`src/rtl/lwm_pkg.sv`:
```
package lwm_pkg;
  // Evaluation strobes handed from control to datapath
  typedef struct packed {
    logic evalEarly;   // top EARLY_W bits just resolved
    logic evalLate;    // top LATE_W bits just resolved
    logic evalFull;    // every result bit resolved
    logic newConv;     // a conversion is being opened
  } lwmStrobe_t;
endpackage

```
`src/rtl/lwm_ctrl.sv`:
```
module lwm_ctrl
  import lwm_pkg::*;
#(
  parameter int RES_W   = 10,
  parameter int EARLY_W = 4,
  parameter int LATE_W  = 8
) (
  input  logic       clk,
  input  logic       rstN,
  input  logic       convStart,
  input  logic       bitValid,
  output lwmStrobe_t strobe
);
  localparam int CNT_W = $clog2(RES_W + 1);

  logic [CNT_W-1:0] bitCnt;
  logic             beat;

  assign beat = bitValid && !convStart;

  always_ff @(posedge clk) begin
    if (!rstN) begin
      bitCnt <= '0;
    end else if (convStart) begin
      bitCnt <= '0;
    end else if (bitValid && (bitCnt != CNT_W'(RES_W))) begin
      bitCnt <= bitCnt + 1'b1;
    end
  end

  always_comb begin
    strobe           = '0;
    strobe.newConv   = convStart;
    strobe.evalEarly = beat && (bitCnt == CNT_W'(EARLY_W - 1));
    strobe.evalLate  = beat && (bitCnt == CNT_W'(LATE_W - 1));
    strobe.evalFull  = beat && (bitCnt == CNT_W'(RES_W - 1));
  end


  strobe_excl_chk: assert property (@(posedge clk) disable iff (!rstN)
    $onehot0({strobe.evalEarly, strobe.evalLate, strobe.evalFull}));


  cnt_bound_chk: assert property (@(posedge clk) disable iff (!rstN)
    bitCnt <= CNT_W'(RES_W));
endmodule

```
`src/rtl/lwm_datapath.sv`:
```
module lwm_datapath
  import lwm_pkg::*;
#(
  parameter int RES_W   = 10,
  parameter int CHAN_N  = 8,
  parameter int EARLY_W = 4,
  parameter int LATE_W  = 8
) (
  input  logic                      clk,
  input  logic                      rstN,
  input  lwmStrobe_t                strobe,
  input  logic [RES_W-1:0]          partRes,
  input  logic [$clog2(CHAN_N)-1:0] chanSel,
  input  logic                      outsideMode,
  input  logic                      bndEn,
  input  logic [RES_W-1:0]          limHigh,
  input  logic [RES_W-1:0]          limLow,
  input  logic                      clrWe,
  input  logic [CHAN_N-1:0]         clrMask,
  output logic                      bndIrq,
  output logic [CHAN_N-1:0]         bndStatus
);
  localparam int CHAN_W = $clog2(CHAN_N);

  logic [CHAN_W-1:0] chanReg;
  logic              fired;
  logic              earlyOut, lateOut, fullIn, hit;
  logic [CHAN_N-1:0] chanOneHot;

  logic [EARLY_W-1:0] resTop4, hiTop4, loTop4;
  logic [LATE_W-1:0]  resTop8, hiTop8, loTop8;

  assign resTop4 = partRes[RES_W-1 -: EARLY_W];
  assign hiTop4  = limHigh[RES_W-1 -: EARLY_W];
  assign loTop4  = limLow[RES_W-1 -: EARLY_W];
  assign resTop8 = partRes[RES_W-1 -: LATE_W];
  assign hiTop8  = limHigh[RES_W-1 -: LATE_W];
  assign loTop8  = limLow[RES_W-1 -: LATE_W];

  assign earlyOut = outsideMode && ((resTop4 > hiTop4) || (resTop4 < loTop4));
  assign lateOut  = outsideMode && ((resTop8 > hiTop8) || (resTop8 < loTop8));
  assign fullIn   = !outsideMode && (partRes >= limLow) && (partRes <= limHigh);

  assign hit = bndEn && !fired &&
               ((strobe.evalEarly && earlyOut) ||
                (strobe.evalLate  && lateOut)  ||
                (strobe.evalFull  && fullIn));

  always_ff @(posedge clk) begin
    if (!rstN) begin
      chanReg <= '0;
      fired   <= 1'b0;
      bndIrq  <= 1'b0;
    end else begin
      bndIrq <= hit;
      if (strobe.newConv) begin
        chanReg <= chanSel;
        fired   <= 1'b0;
      end else if (hit) begin
        fired <= 1'b1;
      end
    end
  end

  // One flag per channel: set has priority over write-one-to-clear
  for (genvar c = 0; c < CHAN_N; c++) begin : g_flag
    assign chanOneHot[c] = (chanReg == CHAN_W'(c));
    always_ff @(posedge clk) begin
      if (!rstN) begin
        bndStatus[c] <= 1'b0;
      end else if (hit && chanOneHot[c]) begin
        bndStatus[c] <= 1'b1;
      end else if (clrWe && clrMask[c]) begin
        bndStatus[c] <= 1'b0;
      end
    end
  end


  disabled_quiet_chk: assert property (@(posedge clk) disable iff (!rstN)
    !bndEn |=> !bndIrq);


  single_fire_chk: assert property (@(posedge clk) disable iff (!rstN)
    fired |=> !bndIrq);


  inside_last_only_chk: assert property (@(posedge clk) disable iff (!rstN)
    (bndIrq && !$past(outsideMode)) |-> $past(strobe.evalFull));


  set_wins_chk: assert property (@(posedge clk) disable iff (!rstN)
    hit |=> ((bndStatus & $past(chanOneHot)) != '0));


  clear_works_chk: assert property (@(posedge clk) disable iff (!rstN)
    (clrWe && !hit) |=> ((bndStatus & $past(clrMask)) == '0));
endmodule

```
`src/rtl/limit_window_monitor.sv`:
```
module limit_window_monitor
  import lwm_pkg::*;
#(
  parameter int RES_W   = 10,
  parameter int CHAN_N  = 8,
  parameter int EARLY_W = 4,
  parameter int LATE_W  = 8,
  localparam int CHAN_W = $clog2(CHAN_N)
) (
  input  logic              clk,
  input  logic              rstN,
  input  logic              convStart,
  input  logic              bitValid,
  input  logic [RES_W-1:0]  partRes,
  input  logic [CHAN_W-1:0] chanSel,
  input  logic              outsideMode,
  input  logic              bndEn,
  input  logic [RES_W-1:0]  limHigh,
  input  logic [RES_W-1:0]  limLow,
  input  logic              clrWe,
  input  logic [CHAN_N-1:0] clrMask,
  output logic              bndIrq,
  output logic [CHAN_N-1:0] bndStatus
);
  lwmStrobe_t strobe;

  lwm_ctrl #(
    .RES_W(RES_W), .EARLY_W(EARLY_W), .LATE_W(LATE_W)
  ) ctrl_i (
    .clk(clk), .rstN(rstN), .convStart(convStart),
    .bitValid(bitValid), .strobe(strobe)
  );

  lwm_datapath #(
    .RES_W(RES_W), .CHAN_N(CHAN_N), .EARLY_W(EARLY_W), .LATE_W(LATE_W)
  ) dp_i (
    .clk(clk), .rstN(rstN), .strobe(strobe), .partRes(partRes),
    .chanSel(chanSel), .outsideMode(outsideMode), .bndEn(bndEn),
    .limHigh(limHigh), .limLow(limLow), .clrWe(clrWe), .clrMask(clrMask),
    .bndIrq(bndIrq), .bndStatus(bndStatus)
  );
endmodule

```
`config.mk`:
```
export PLATFORM = sky130hd
export DESIGN_NAME = limit_window_monitor
export DESIGN_NICKNAME = d
export VERILOG_FILES = /design/src/rtl/lwm_pkg.sv /design/src/rtl/lwm_ctrl.sv /design/src/rtl/lwm_datapath.sv /design/src/rtl/limit_window_monitor.sv
export SDC_FILE = /design/constraint.sdc
export NUM_CORES = 1
export LEC_CHECK = 0
export BUFFER_PORTS_ARGS = -buffer_cell sky130_fd_sc_hd__buf_2
export CORE_AREA = 4 4 66 68
export DETAILED_ROUTE_END_ITERATION = 8
export DIE_AREA = 0 0 70 72
export HOLD_SLACK_MARGIN = 0.08
export PLACE_DENSITY_LB_ADDON = 0.1
export RECOVER_POWER = 100
export SYNTH_ARGS = -nofsm -noshare
export SYNTH_HDL_FRONTEND = slang
export SYNTH_SLANG_ARGS = --single-unit
export TNS_END_PERCENT = 5
```
`constraint.sdc`:
```
create_clock -name clk -period 4.7 [get_ports clk]
set_input_delay 0.47 -clock clk [delete_from_list [all_inputs] [get_ports clk]]
set_output_delay 0.47 -clock clk [all_outputs]
set_load 0.01 [all_outputs]
```
==> summary.md, run 1 <==
| Metric | Value |
|---|---|
| Clk buf depth | 2 |
| Final Hold Vio Count | 0 |
| WHS | 472 ps |
| Final min period | 2290 ps |
| Critical path endpoint category | flop |
| Crit-path cells | buf_2 -> ha_1 -> a21o_1 -> a211oi_1 -> o211ai_2 -> a311oi_1 -> nand4b_2 -> o21ai_0 |
| # hold bufs at CTS | 0 |
| DR vias | 1355 |
| Max rail drop VDD | 0.000244 V |
| Crit. Startpoint | partRes[4] |
| Share of layout cells above drive strength 1 | 23.0% |
| Most frequent cells in the layout | buf_2, inv_1, ha_1 |
| CTS tree | done |
| Tcrit/Tclk final | 48.8% |
| H-tree depth | 1 |
| # IOs | 57 |
| Later-pin clock latency in the skew report | 250 ps |
| WS Path Type | in -> reg |
| Clock Sinks | 17 |
| Row cnt | 23 |
| Antenna Nets Post-Route | 0 |
| Placer Congestion | 0.754 |
| Post_cts resized | 0 |
| Hold Crit Start | dp_i.bndStatus[2] |
| Detailed Routing Iterations Pass 1 | 4 |
| ANT cells | 0 |
| Hold Crit Class | reg -> reg |
| Yosys cell types | 36 |
| Slew Viols, Final | 0 |
| Nature of the critical path startpoint | primary input |
| Worst R2R Start | ctrl_i.bitCnt[1] |
| DRC | 0 |
| Post-route setup TNS | 0 ps |
| Full die area | 5040 um2 |
| Layout area overhead | 23.5% |
| Setup violations, final | 0 |
| Mapped cell area | 1470 um2 |
| Overall global routing resource usage | 12.5% |
| Crit path DAT | 2470 ps |
| Largest cells by area after synthesis | dfxtp_1, ha_1, inv_1, nand3_1, nand2_1 |
| Area taken by multi-input logic gates | 997 um2 |
| Register area | 340 um2 |
| CP required | 4870 ps |
| Worst Skew | 2.48 ps |
| Area share of the largest cell type after synthesis | 23.1% |
| Die W | 70 um |
| Wire per inst | 10.7 um |
| CP peak stage delay | 520 ps |
| Most common cell after layout, fill and taps aside | buf_2 |
| Biggest area consumer among synthesized cells | dfxtp_1 |
| CORE AREA | 3860 um2 |
| Largest net degree at the start of global routing | 16 |
| Total Routed Length | 3100 um |
| CP Max Fanout | 4 |
| Initial Util | 38.2% |
| Max-Cap Viols | 0 |
| Syn. warnings | 0 |
| Fmax | 436 MHz |
| Switching portion of total power | 28.6% |
| Gate power share | 27.3% |
| Vias in the first global route | 1328 |
| Detailed Place HPWL | 2740 um |
| Number of CTS-inserted buffers | 3 |
| Postcts setup bufs | 0 |
| Register share of total power | 42.5% |
| Power, Total | 352 uW |
| Slew HR | 58.2% |
| Syn nets | 256 |
| Clock transition at path regs | 70 ps |
| Design Area, Final | 1820 um2 |
| Net Switching | 101 uW |
| Root Driver | clkbuf_8 |
| Post-Syn Area per Cell | 8.14 um2 |
| Internal power | 251 uW |
| Synth Register Bits | 17 |
| Syn Inst Count | 181 |
| RSZ-0062 raised after global routing | false |
| Clock power share | 30.2% |
| Routed vias/inst | 4.69 |
| Port-buffer cells | 56 |
| Crit path max-delay cell type | a311oi_1 |
| Global-route wire length before repair | 5380 um |
| P per Cell Area | 194 nW/um2 |
| Antenna violations before repair | 0 |
| Seq/Total Area, Yosys | 23.1% |
| Outcome | finished, final reports clean |
| FILL cells | 427 |
| GRT overflow | 0 |
| Leak | 0.000915 uW |
| Slew @ Worst Pin | 623 ps |
| DRT iter0 DRCs | 16 |
| Layout Nets | 315 |
| Chip height | 72 um |
| Core Util, Final | 47.2% |
| Area after DPL | 1810 um2 |
==> state kept, by name, summed over array words and instances, names as in the netlist <==
name / flops
ctrl_i.bitCnt: 4
dp_i.bndStatus: 8
dp_i.fired: 1
dp_i.bndIrq: 1
dp_i.chanReg: 3
==> cell usage after synthesis <==
library cell and instances:
a211oi_1 3, a211oi_2 1, a21o_1 3, a21oi_1 4, a21oi_4 1, a221oi_1 1, a311oi_4 1, a31oi_1 2
a41oi_1 2, and3_1 1, and4b_1 1, clkbuf_1 2, dfxtp_1 17, ha_1 27, inv_1 28, mux2i_1 3
nand2_1 18, nand2b_1 6, nand3_1 14, nand3b_1 1, nand4_1 3, nand4_2 2, nand4b_1 1, nand4b_2 1
nor2_1 7, nor2b_1 9, nor4_1 2, o2111ai_1 1, o211ai_1 2, o211ai_2 1, o21a_1 1, o21ai_0 1
o21ai_1 10, or3_1 1, xnor2_1 2, xor2_1 1
==> kinds of logic (layout without fill, tap and decap cells) <==
logic type / Yosys count / count (layout) / synth area share [%]
xor gates and xnor gates: 3 / 3 / 1.78
AOI/OAI and AO/OA: 34 / 34 / 17.5
buffers and inverters: 30 / 88 / 7.65
and+or+nand+nor: 67 / 67 / 25.0
DFF: 17 / 17 / 23.1
muxes: 3 / 3 / 2.04
adders and majority gates: 27 / 27 / 22.9
==> layer usage <==
| layer | up-vias | GRT usage (%) | routed length [um] |
|---|---|---|---|
| met1 | 571 | 16.1 | 1510 |
| met5 | - | 0 | 0 |
| met2 | 33 | 21.4 | 1350 |
| met3 | 2 | 4.16 | 226 |
| li1 | 749 | - | - |
| met4 | 0 | 0.638 | 6 |
==> critical path, delay by kind of cell <==
family | cells | cell delay (ps)
compound gates | 5 | 1320
fa+ha+maj | 1 | 320
simple gates | 1 | 230
buf+inv | 1 | 110
==> power groups by stage <==
stage / combinational, uW / sequential [uW] / clock [uW]
after floorplan: 65.0 / 153 / 0
after global placement: 102 / 153 / 0
after detailed placement: 102 / 153 / 0
after CTS: 102 / 150 / 111
after global routing: 113 / 150 / 115
final: 96.2 / 150 / 106
==> final timing paths <==
path / slack, ps / end / cells past startpoint
worst max-delay path: 2410 / dp_i.bndStatus[3] / 8
worst min-delay path: 470 / dp_i.bndStatus[2] / 2
worst max register to register: 3000 / dp_i.bndStatus[3] / 5
worst min register to register: 470 / dp_i.bndStatus[2] / 2
==> layout make-up <==
| class | instances | share of cell area, % |
|---|---|---|
| Tap cell | 50 | 3.44 |
| Sequential cell | 17 | 18.7 |
| Inverter | 28 | 5.78 |
| Timing Repair Buffer | 56 | 14.7 |
| Clock buffer | 3 | 2.27 |
| Clock inverter | 1 | 0.275 |
| Multi-Input combinational cell | 134 | 54.8 |
==> stage by stage <==
step | cells | worst slack (ps)
after detailed placement | 285 | 2440
after global routing | 289 | 2200
after floorplan | 181 | 2700
final | 289 | 2410
after global placement | 285 | 2430
after CTS | 289 | 2700
Power figures use the tool's default switching activity.
==> run 2: changes to the inputs <==
==> constraint.sdc (replaced) <==
create_clock -name clk -period 2.2 [get_ports clk]
set_input_delay 0.22 -clock clk [delete_from_list [all_inputs] [get_ports clk]]
set_output_delay 0.22 -clock clk [all_outputs]
set_load 0.01 [all_outputs]
==> summary.md, run 2 (synthesized netlist as in run 1, its figures left out) <==
| Metric | Value |
|---|---|
| Share of layout cells above drive strength 1 | 23.0% (unchanged) |
| Net Switching | 218 uW (+120%) |
| CP peak stage delay | 320 ps (-200 ps) |
| Clk buf depth | 2 (unchanged) |
| Wire per inst | 10.9 um (+1.4%) |
| Critical path endpoint category | flop |
| Detailed Place HPWL | 2760 um (+0.80%) |
| Top flop regs | dp_i.bndStatus x8, ctrl_i.bitCnt x4, dp_i.chanReg x3 |
| Antenna violations before repair | 0 (unchanged) |
| Row cnt | 23 (unchanged) |
| Outcome | finished, final reports clean |
| Setup violations, final | 0 (unchanged) |
| Non-filler cells, final | 289 (unchanged) |
| H-tree depth | 1 (unchanged) |
| Overall global routing resource usage | 12.6% (+0.12 points) |
| Crit path DAT | 2000 ps (-470 ps) |
| Antenna Nets Post-Route | 0 (unchanged) |
| Clock Sinks | 17 (unchanged) |
| Detailed Routing Iterations Pass 1 | 4 (unchanged) |
| Max-Cap Viols | 0 (unchanged) |
| Later-pin clock latency in the skew report | 250 ps (about the same) |
| Slew @ Worst Pin | 422 ps (-202 ps) |
| Core Util, Final | 47.4% (+0.26 points) |
| Worst Skew | 7.61 ps (+5.13 ps) |
| Total Routed Length | 3140 um (+1.4%) |
| CP Max Fanout | 4 (unchanged) |
| GRT overflow | 0 (unchanged) |
| Worst hold path stage count | 3 (+1) |
| Top delay family on crit path | compound AO/OA/AOI/OAI gates |
| DR vias | 1387 (+2.4%) |
| Initial Util | 38.2% (unchanged) |
| Crit-path cells | buf_2 -> ha_1 -> a21o_1 -> a211oi_2 -> o211ai_2 -> a311oi_4 -> nand4b_1 -> o21ai_0 |
| Internal power | 540 uW (+110%) |
| Routed vias/inst | 4.80 (+2.4%) |
| Slew Viols, Final | 0 (unchanged) |
| RSZ-0062 raised after global routing | false |
| Gate power share | 27.8% (+0.5 points) |
| Post-route setup TNS | 0 ps (unchanged) |
| Hold Crit Class | in -> reg |
| Leak | 0.000905 uW (-1.1%) |
| Worst path bufs/invs | 1 (unchanged) |
| Tcrit/Tclk final | 83.1% |
| Largest net degree at the start of global routing | 16 (unchanged) |
| Clock power share | 29.9% (-0.3 points) |
| Crit path max-delay cell type | ha_1 |
| Final Hold Vio Count | 0 (unchanged) |
| WHS | 235 ps (-237 ps) |
| Final min period | 1830 ps |
| Global-route wire length before repair | 5430 um (+0.89%) |
| Clock transition at path regs | 70 ps (about the same) |
| DRT iter0 DRCs | 10 (-6) |
| Placer Congestion | 0.755 (+0.16%) |
| ANT cells | 0 (unchanged) |
| Fmax | 547 MHz |
| Full die area | 5040 um2 (unchanged) |
| # IOs | 57 (unchanged) |
| Top reg by flops | dp_i.bndStatus |
| Pre-CTS WS | 163 ps (-2280 ps) |
| Most common cell after layout, fill and taps aside | buf_2 |
| Layout Nets | 315 (unchanged) |
| Port-buffer cells | 56 (unchanged) |
| Switching portion of total power | 28.7% (+0.11 points) |
| CTS tree | done |
| Layout area overhead | 24.2% |
| # hold bufs at CTS | 0 (unchanged) |
| Number of CTS-inserted buffers | 3 (unchanged) |
| Total number of cells along the worst setup path | 8 (unchanged) |
| Post_cts resized | 0 (unchanged) |
| WS Path Type | in -> reg |
| CORE AREA | 3860 um2 (unchanged) |
| Worst Reg-to-Reg Cells | 7 (+2) |
| Die W | 70 um (unchanged) |
| Placed insts | 285 (unchanged) |
| Nature of the critical path startpoint | primary input |
| Chip height | 72 um (unchanged) |
| Max reg flops | 8 (unchanged) |
| Most frequent cells in the layout | buf_2, inv_1, ha_1 |
| P per Cell Area | 414 nW/um2 (+110%) |
| Final WS setup | 372 ps (-2040 ps) |
| CP required | 2380 ps (-2490 ps) |
| Max rail drop VDD | 0.000468 V (+92%) |
| DRC | 0 (unchanged) |
| Slew HR | 71.9% (+14 points) |
| Vias in the first global route | 1360 (+2.4%) |
| Register share of total power | 42.2% (-0.3 points) |
| Postcts setup bufs | 0 (unchanged) |
| Root Driver | clkbuf_8 |
[run 2: worst register-to-register path, stage by stage (launching register included)]
cell and delay, ps:
dfxtp_1 400, inv_1 60, ha_1 170, nand3_1 90
nor4_1 50, or3_1 410, nand4b_1 230, o21ai_0 120
[run 2: worst paths after layout]
kind,end,startpoint,slack (ps)
worst max-delay path,dp_i.bndStatus[7],partRes[4],370
worst min-delay path,dp_i.chanReg[2],chanSel[2],230
worst max register to register,dp_i.bndStatus[3],ctrl_i.bitCnt[1],570
worst min register to register,dp_i.bndStatus[1],dp_i.bndStatus[1],470
[run 2: layout make-up]
class	instances	area, um2
fill	434	2030
multi-input combinational	134	1010
sequential	17	340
timing repair buffer	56	268
inverter	28	105
tap	50	62.6
clock buffer	3	41.3
clock inverter	1	5.00
[run 2: stage by stage]
step	total power (uW)	cell area [um2]
after global placement	544	1810
final	757	1830
after global routing	814	1830
after CTS	775	1850
after detailed placement	543	1810
after floorplan	465	1470
[run 2: layer usage]
layer / track usage (%) / vias to the layer above / part of all wire, %
met5: 0 / - / 0
met4: 1.28 / 0 / 0.19
met3: 4.02 / 2 / 7.1
met2: 21.7 / 40 / 43
met1: 16.1 / 594 / 49
li1: - / 751 / -
[run 2: power groups by stage]
stage	registers (uW)	clock network, uW	logic (uW)
5_1_grt	321	248	245
3_3_place_gp	327	0	218
6_report	320	227	211
3_5_place_dp	327	0	217
4_1_cts	320	237	218
2_1_floorplan	326	0	139
==> run 3: changes to the inputs <==
==> constraint.sdc (replaced) <==
create_clock -name clk -period 1.45 [get_ports clk]
set_input_delay 0.145 -clock clk [delete_from_list [all_inputs] [get_ports clk]]
set_output_delay 0.145 -clock clk [all_outputs]
set_load 0.01 [all_outputs]
==> summary.md, run 3 (synthesized netlist as in run 1, its figures left out) <==
| Metric | Value |
|---|---|
| Largest net degree at the start of global routing | 16 (unchanged) |
| Area taken by multi-input logic gates | 1230 um2 (+22%) |
| Nature of the critical path startpoint | primary input |
| Slew Viols, Final | 0 (unchanged) |
| Final WS setup | -97.0 ps (-469 ps) |
| Clk buf depth | 2 (unchanged) |
| Total Routed Length | 3570 um (+14%) |
| Most common cell after layout, fill and taps aside | buf_2 |
| Worst Skew | 1.63 ps (-5.98 ps) |
| H-tree depth | 1 (unchanged) |
| Clock power share | 27.2% (-2.7 points) |
| Die W | 70 um (unchanged) |
| Core Util, Final | 57.8% (+10 points) |
| Worst Reg-to-Reg Cells | 6 (-1) |
| Hold Crit Start | chanSel[0] |
| CTS tree | done |
| Tcrit/Tclk final | 107% |
| Full die area | 5040 um2 (unchanged) |
| Vias in the first global route | 1427 (+4.9%) |
| DR vias | 1471 (+6.1%) |
| Fmax | 646 MHz |
| Clock Sinks | 17 (unchanged) |
| Top flop regs | dp_i.bndStatus x8, ctrl_i.bitCnt x4, dp_i.chanReg x3 |
| Later-pin clock latency in the skew report | 250 ps (about the same) |
| Outcome | complete, but fails checks |
| Root Driver | clkbuf_8 |
| Critical path endpoint category | flop |
| Setup violations, final | 9 (+9) |
| # IOs | 57 (unchanged) |
| Port-buffer cells | 56 (unchanged) |
| Slew HR | 75.5% (+3.6 points) |
| Detailed Routing Iterations Pass 1 | 4 (unchanged) |
| Worst R2R Start | ctrl_i.bitCnt[3] |
| Gate power share | 35.6% (+7.8 points) |
| Worst hold path stage count | 3 (unchanged) |
| FILL cells | 394 (-9.2%) |
| Slew @ Worst Pin | 368 ps (-53.9 ps) |
| Max-Cap Viols | 0 (unchanged) |
| Failing checks | negative setup slack |
| P per Cell Area | 584 nW/um2 (+41%) |
| Hold Crit Class | in -> reg |
| Initial Util | 38.2% (unchanged) |
| DRC | 0 (unchanged) |
| Chip height | 72 um (unchanged) |
| GRT overflow | 0 (unchanged) |
| R2r endpoint | dp_i.bndStatus[4] |
| Register share of total power | 37.2% (-5.0 points) |
| Final min period | 1550 ps |
| WS Path Type | in -> reg |
| DRT iter0 DRCs | 16 (+6) |
| Top reg by flops | dp_i.bndStatus |
| ANT cells | 0 (unchanged) |
| CP Max Fanout | 4 (unchanged) |
| Row cnt | 23 (unchanged) |
| Placer Congestion | 0.846 (+12%) |
| Power, Total | 1300 uW (+72%) |
| Antenna violations before repair | 0 (unchanged) |
| Leak | 0.00101 uW (+12%) |
| Antenna Nets Post-Route | 0 (unchanged) |
| Wire per inst | 11.7 um (+7.4%) |
| Final Hold Vio Count | 0 (unchanged) |
| CORE AREA | 3860 um2 (unchanged) |
| Global-route wire length before repair | 6190 um (+14%) |
| Max rail drop VDD | 0.000519 V (+11%) |
| Layout area overhead | 51.4% |
| Most frequent cells in the layout | buf_2, inv_1, nand2_1 |
| Number of CTS-inserted buffers | 3 (unchanged) |
| Routed vias/inst | 4.81 (+0.16%) |
| Crit path DAT | 1690 ps (-310 ps) |
| RSZ-0062 raised after global routing | true |
| Share of layout cells above drive strength 1 | 40.6% (+18 points) |
| Overall global routing resource usage | 15.0% (+2.4 points) |
| Detailed Place HPWL | 2960 um (+7.4%) |
| Reg2Reg Setup Slack | -60 ps (-630 ps) |
| Layout Nets | 332 (+5.4%) |
| Clock transition at path regs | 60 ps (about the same) |
| Register area | 340 um2 (unchanged) |
| Internal power | 911 uW (+69%) |
| Pre-CTS WS | -531 ps (-694 ps) |
| Net Switching | 392 uW (+80%) |
| Max reg flops | 8 (unchanged) |
| CP required | 1600 ps (-780 ps) |
| End of the worst hold path | dp_i.chanReg[0] |
| Switching portion of total power | 30.1% (+1.4 points) |
-- run 3: cell count changes in the layout (fill, tap and decap cells not counted), sizes merged --
cell    change
buf        +16
clkinv      -1
clkbuf      +2
-- run 3: routing by layer --
metal	up-vias	GRT usage, %	routed length, um
met5	-	0	0
met1	652	20.1	1740
li1	785	-	-
met4	0	3.83	32
met3	4	3.19	178
met2	30	24.7	1630
-- run 3: power by group through the flow --
stage	Combinational, uW	Sequential, uW	Clock (uW)
2_1_floorplan	246	495	0
3_3_place_gp	401	495	0
3_5_place_dp	403	495	0
4_1_cts	458	485	368
5_1_grt	519	486	387
6_report	464	485	354
-- run 3: what timing repair did --
action,in CTS,in global routing
hold endpoints to repair,0,0
setup endpoints to repair,10,10
hold buffers,0,0
resized for setup,24,7
setup buffers,2,1
pin swaps,20,7
-- run 3: through the flow --
step	hold slack, ps	setup TNS, ps	instance area, um2	std cells
floorplan	273	-1830	1590	181
global placement	402	-4780	2030	299
detailed placement	408	-4890	2030	299
CTS	144	-675	2220	305
global route	160	-1570	2230	306
finish	148	-673	2230	306
-- run 3: worst max path at each step --
stage | startpoint | end | slack, ps | cells after the start
2_1_floorplan | limLow[3] | dp_i.bndStatus[0] | -200 | 8
3_3_place_gp | limLow[3] | dp_i.bndStatus[0] | -510 | 9
3_5_place_dp | limLow[3] | dp_i.bndStatus[5] | -530 | 9
4_1_cts | limLow[4] | dp_i.bndStatus[4] | -90 | 9
5_1_grt | limLow[4] | dp_i.bndStatus[0] | -200 | 9
6_report | partRes[3] | dp_i.bndStatus[4] | -100 | 9
-- run 3: final cells by class --
class	count	area share (%)
Inverter	28	5.39
Tap cell	50	2.81
Multi-Input combinational cell	134	55.3
Clock buffer	4	2.02
Sequential cell	17	15.3
Timing Repair Buffer	73	19.2
-- run 3: critical path: stages --
cell	delay (ps)
buf_2	140
ha_4	270
nand4_1	130
buf_4	170
a211oi_2	170
nor4_2	60
or3_4	380
nand4_2	150
o21ai_1	80
